### src/rtl/adc_trig_pkg.sv
// Package: shared constants and source codes for the auto-trigger selector.
// Assumes eight sources; the code value equals the source's bit position.
package adc_trig_pkg;
    localparam int TRIG_NUM_SRC = 8;
    localparam int TRIG_SEL_W   = 3;
    localparam int TRIG_CFG_W   = 8;

    typedef enum logic [TRIG_SEL_W-1:0] {
        SRC_FREE_RUN = 3'd0,
        SRC_ACMP     = 3'd1,
        SRC_EXTINT0  = 3'd2,
        SRC_T0_CMPA  = 3'd3,
        SRC_T0_OVF   = 3'd4,
        SRC_T1_CMPB  = 3'd5,
        SRC_T1_OVF   = 3'd6,
        SRC_T1_CAPT  = 3'd7
    } trig_src_e;
endpackage

### src/rtl/adc_trig_cfg.sv
// Module: select-code register. Holds the code, loads it on a write strobe
// and presents it zero-extended on the read port (reserved bits read 0).
// Assumes a single writer and synchronous active-low reset.
module adc_trig_cfg #(
    parameter int SEL_W = 3,
    parameter int CFG_W = 8
) (
    input  logic             clk,
    input  logic             rst_n,
    input  logic             wr_en,
    input  logic [SEL_W-1:0] wr_sel,
    output logic [SEL_W-1:0] sel,
    output logic [CFG_W-1:0] rd_data
);
    localparam int RSVD_W = CFG_W - SEL_W;

    logic [SEL_W-1:0] sel_q;

    // Purpose: load or hold the select code.
    always_ff @(posedge clk) begin
        if (!rst_n)      sel_q <= '0;
        else if (wr_en)  sel_q <= wr_sel;
    end

    assign sel     = sel_q;
    assign rd_data = {{RSVD_W{1'b0}}, sel_q};

    assert_reset_sel_R1: assert property (@(posedge clk)
        !rst_n |=> (rd_data == '0));

    assert_sel_load_R2: assert property (@(posedge clk) disable iff (!rst_n)
        wr_en |=> (rd_data[SEL_W-1:0] == $past(wr_sel)));

    assert_sel_hold_R2: assert property (@(posedge clk) disable iff (!rst_n)
        !wr_en |=> $stable(rd_data));
endmodule

### src/rtl/adc_trig_mux.sv
// Module: source multiplexer built as a decoded AND-OR tree, one leg per
// source. Assumes NUM_SRC fits in SEL_W bits.
module adc_trig_mux #(
    parameter int NUM_SRC = 8,
    parameter int SEL_W   = 3
) (
    input  logic [NUM_SRC-1:0] flags,
    input  logic [SEL_W-1:0]   sel,
    output logic               picked
);
    logic [NUM_SRC-1:0] leg;

    // Purpose: one gated leg per source, enabled when the code matches.
    for (genvar g = 0; g < NUM_SRC; g++) begin : g_leg
        assign leg[g] = flags[g] & (sel == SEL_W'(g));
    end

    assign picked = |leg;

    // at most one leg can be active.
    always_comb begin
        assert_one_leg_R3: assert ($onehot0(leg));
    end
endmodule

### src/rtl/adc_trig_edge.sv
// Module: rising-edge detector with a preloadable history bit. The history
// follows the input every cycle unless force_hi sets it high.
// Assumes the input is synchronous to clk.
module adc_trig_edge (
    input  logic clk,
    input  logic rst_n,
    input  logic sig,
    input  logic force_hi,
    output logic rise
);
    logic hist_q;

    // Purpose: remember the previous sample, or preload it high.
    always_ff @(posedge clk) begin
        if (!rst_n)        hist_q <= 1'b0;
        else if (force_hi) hist_q <= 1'b1;
        else               hist_q <= sig;
    end

    assign rise = sig & ~hist_q;

    assert_rise_once_R4: assert property (@(posedge clk) disable iff (!rst_n)
        rise |=> !rise);
endmodule

### src/rtl/adc_trig_sel.sv
// Module: top of the auto-trigger selector. Picks a flag by select code,
// detects its rising edge (including edges made by reselection, except into
// code 000) and gates the result with both enables.
// Assumes all inputs are synchronous to clk.
module adc_trig_sel
    import adc_trig_pkg::*;
#(
    parameter int NUM_SRC = TRIG_NUM_SRC,
    parameter int SEL_W   = $clog2(NUM_SRC),
    parameter int CFG_W   = TRIG_CFG_W
) (
    input  logic               clk,
    input  logic               rst_n,
    input  logic               cfg_wr_en,
    input  logic [SEL_W-1:0]   cfg_wr_sel,
    output logic [CFG_W-1:0]   cfg_rd_data,
    input  logic               auto_en,
    input  logic               conv_en,
    input  logic [NUM_SRC-1:0] src_flags,
    output logic               start_pulse
);
    logic [SEL_W-1:0] sel;
    logic             picked;
    logic             free_wr;
    logic             rise;

    adc_trig_cfg #(.SEL_W(SEL_W), .CFG_W(CFG_W)) u_cfg (
        .clk     (clk),
        .rst_n   (rst_n),
        .wr_en   (cfg_wr_en),
        .wr_sel  (cfg_wr_sel),
        .sel     (sel),
        .rd_data (cfg_rd_data)
    );

    adc_trig_mux #(.NUM_SRC(NUM_SRC), .SEL_W(SEL_W)) u_mux (
        .flags  (src_flags),
        .sel    (sel),
        .picked (picked)
    );

    // Purpose: a write into free-running mode preloads the edge history.
    assign free_wr = cfg_wr_en & (cfg_wr_sel == SEL_W'(SRC_FREE_RUN));

    adc_trig_edge u_edge (
        .clk      (clk),
        .rst_n    (rst_n),
        .sig      (picked),
        .force_hi (free_wr),
        .rise     (rise)
    );

    // Purpose: pass the edge only when both enables are set.
    assign start_pulse = rise & auto_en & conv_en;

    assert_pulse_single_R4: assert property (@(posedge clk) disable iff (!rst_n)
        start_pulse |=> !start_pulse);

    assert_free_switch_R10: assert property (@(posedge clk) disable iff (!rst_n)
        free_wr |=> !start_pulse);

    assert_pulse_needs_flag_R5: assert property (@(posedge clk) disable iff (!rst_n)
        start_pulse |-> src_flags[sel]);
endmodule

### config.mk
export PLATFORM = sky130hd
export DESIGN_NAME = adc_trig_sel
export DESIGN_NICKNAME = d
export VERILOG_FILES = /design/src/rtl/adc_trig_pkg.sv /design/src/rtl/adc_trig_cfg.sv /design/src/rtl/adc_trig_mux.sv /design/src/rtl/adc_trig_edge.sv /design/src/rtl/adc_trig_sel.sv
export SDC_FILE = /design/constraint.sdc
export NUM_CORES = 1
export LEC_CHECK = 0
export ABC_CLOCK_PERIOD_IN_PS = 2800
export BUFFER_PORTS_ARGS = -buffer_cell sky130_fd_sc_hd__buf_2
export CAP_MARGIN = 30
export CORE_AREA = 2 2 39 41
export CTS_CLUSTER_DIAMETER = 120
export CTS_CLUSTER_SIZE = 28
export DETAILED_ROUTE_END_ITERATION = 12
export DIE_AREA = 0 0 41 43
export PLACE_DENSITY_LB_ADDON = 0.1
export SYNTH_ARGS = -nofsm -noshare
export SYNTH_HDL_FRONTEND = slang
export SYNTH_SLANG_ARGS = --single-unit
### constraint.sdc
create_clock -name clk -period 2.8 [get_ports clk]
set_input_delay 0.84 -clock clk [delete_from_list [all_inputs] [get_ports clk]]
set_output_delay 0.84 -clock clk [all_outputs]
set_load 0.05 [all_outputs]
==> impl_metrics.tcl <==
set metrics [dict create \
    dr.pass1.iters 2 \
    fin_skew_ns 0.000675 \
    worstPathCellList "buf_2 -> mux2i_1 -> nand3b_1 -> nand4_1 -> nor3_2 -> buf_2" \
    min_path_type "reg2reg" \
    placed_cell_area_um2 368 \
    seqPwrFrac_pct 34.5 \
    die_area_um2 1760 \
    switching_share_pct 33.4 \
    critPathMaxFanout 2 \
    start_kind "input port" \
    drv_slew 0 \
    fin_setup_tns_ns 0 \
    wl_per_cell_um 9.60 \
    die_y_um 43 \
    crit_buf_inv 2 \
    outcome "complete, no violations" \
    detail-route-antenna-nets 0 \
    p_clk_share_pct 35.8 \
    path_clk_slew_ns 0.03 \
    rsz0062_at_grt "false" \
    ctsResizeCount 0 \
    viasPerCell 4.18 \
    ys_ff_latch 4 \
    ys_seq_area_share_pct 29.1 \
    num_vias 280 \
    cts_buffers 3 \
    h-tree-depth 1 \
    cpMostUsedCell "buf_2" \
    worstPathArrival_ns 1.66 \
    worstRegToRegCells 4 \
    slowest_delay_ns 0.28 \
    cts_setup_buffers 0 \
    io_pins 25 \
    worstSetupPathType "in2out" \
    post-route-min-period_ns 2.50 \
    synth_area_per_cell_um2 8.88 \
    drtIter0Drc 1 \
    end_kind "primary output" \
    rows 14 \
    peakVddDrop_mv 0.192 \
    routed_wl_um 643 \
    cts_root_buf "clkbuf_4" \
    clk_latency_ns 0.23 \
    critPathLaunch "src_flags[6]" \
    ff2ff_setup_slack_ns 1.66 \
    synth_top_area_share_pct 29.1 \
    ys_top_cells_by_area "dfxtp_1, mux2i_1, buf_4, nor2b_1, nand3b_1" \
    drive_gt1_share_pct 45.1 \
    core_um2 1380 \
    syn_area_um2 275 \
    crit_path_end "start_pulse" \
    synth_most_common_cell "mux2i_1" \
    design_area_um2 390 \
    combPwrFrac_pct 29.7 \
    drc_errors 0 \
    intPower_w 0.000128 \
    pwr_density_cell_nw_per_um2 494 \
    setup_viol 0 \
    gp_congestion 0.680 \
    grt_pass1_wl_um 924 \
    syn_inst 31 \
    n_fill_cell 167 \
    hold_violations 0 \
    synth_edf_count 0 \
    holdBufCountCts 0 \
    rr_endpoint "u_edge.hist_q" \
    ys.flop_type "dfxtp_1" \
    fmax_mhz 400 \
    yosys_warnings 0 \
    n_antenna_cell 0 \
    cap_violations 0 \
    grt_max_degree 7 \
    crit_cells 6 \
    synth_cell_types 14 \
    critical_path_required_ns 1.96 \
    reg2reg_from "u_cfg.sel[2]" \
    net-switching-power_w 0.0000644 \
    grt_use_total_pct 8.01 \
    synth_top_area_cell "dfxtp_1" \
    chipWidth_um 41 \
    nets 69 \
    synth.cells.most_frequent "mux2i_1, buf_4, dfxtp_1" \
    cts_tree "yes" \
    grt_overflow 0 \
    synthArstFlopShare_pct 0 \
    p_leak_nw 0.198 \
    cts.sinks 4 \
    grt_pass1_vias 237 \
    syn2layout_area_growth_pct 41.8 \
    period_share_pct 89.4 \
    crit_path_top_delay_cell "buf_2" \
    cts_buffer_depth 2 \
    start_util_pct 19.9 \
    antenna_found_initial 0 \
    path_delay_family "simple AND/OR/NAND/NOR gates" \
    port-buffer-count 19 \
]
cell families after synthesis:
kind of cell | share of synthesized area (%)
AO/OA/AOI/OAI | 2.73
flip-flops | 29.1
other | 1.36
buffers and inverters | 15.5
AND/OR/NAND/NOR | 25.9
multiplexers | 25.5
worst min-delay path by stage:
| stage | cells after the start | endpoint | startpoint | slack (ns) |
|---|---|---|---|---|
| after floorplan | 2 | u_cfg.sel[0] | u_cfg.sel[0] | 0.78 |
| after global placement | 2 | u_cfg.sel[1] | u_cfg.sel[1] | 0.58 |
| after detailed placement | 2 | u_cfg.sel[1] | u_cfg.sel[1] | 0.59 |
| after CTS | 2 | u_cfg.sel[1] | u_cfg.sel[1] | 0.60 |
| after global routing | 2 | u_cfg.sel[1] | u_cfg.sel[1] | 0.62 |
| final | 2 | u_cfg.sel[1] | u_cfg.sel[1] | 0.59 |
placed cells by master (no fill, tap or decap):
cell type  count
nor3_2         1
nand3_1        1
nor2_1         1
nand4_1        1
mux2i_1        7
buf_2         19
nand2_1        2
dfxtp_1        4
nor2b_1        3
a21boi_1       1
or4b_1         1
conb_1         5
nand3b_1       2
clkbuf_4       3
power by group through the flow:
stage	Clock, W	Combinational [W]	Sequential (W)
2_1_floorplan	0	0.0000395	0.0000739
5_1_grt	0.0000746	0.0000616	0.0000674
3_3_place_gp	0	0.0000570	0.0000672
6_report	0.0000690	0.0000573	0.0000664
3_5_place_dp	0	0.0000578	0.0000675
4_1_cts	0.0000723	0.0000579	0.0000667
metrics by stage:
stage               total power (W)  hold WS (ns)  utilization (%)  cells  worst slack [ns]
floorplan                  0.000113         0.784                -     35             0.135
global placement           0.000124         0.578             26.6     64             0.302
detailed placement         0.000125         0.588             26.6     64             0.277
CTS                        0.000197         0.596             28.2     67             0.269
global route               0.000204         0.625             28.2     67             0.211
finish                     0.000193         0.590             28.2     67             0.297
per-layer routing:
layer / up-vias / wire length [um] / global-route usage, % / share of wire (%)
li1: 138 / - / - / -
met1: 118 / 249 / 8.28 / 39
met2: 22 / 279 / 12.2 / 43
met3: 2 / 97 / 1.57 / 15
met4: 0 / 17 / 8.00 / 2.6
met5: - / 0 / 0 / 0
cell type report:
type                       instances  area, um^2  share of cell area (%)
multi-input combinational         25         173                    44.2
timing repair buffer              19        95.1                    24.4
sequential                         4        80.1                    20.5
clock buffer                       3        22.5                    5.77
tap                               16        20.0                    5.13
state kept, by name, summed over array words and instances (netlist names):
name / count
u_cfg.sel: 3
u_edge.hist_q: 1
worst min-delay path, cell delays in order (launching register included):
cell and delay [ns]:
dfxtp_1 0.34, mux2i_1 0.14, nor2b_1 0.06
No activity file was read; power rests on OpenSTA's default activity.
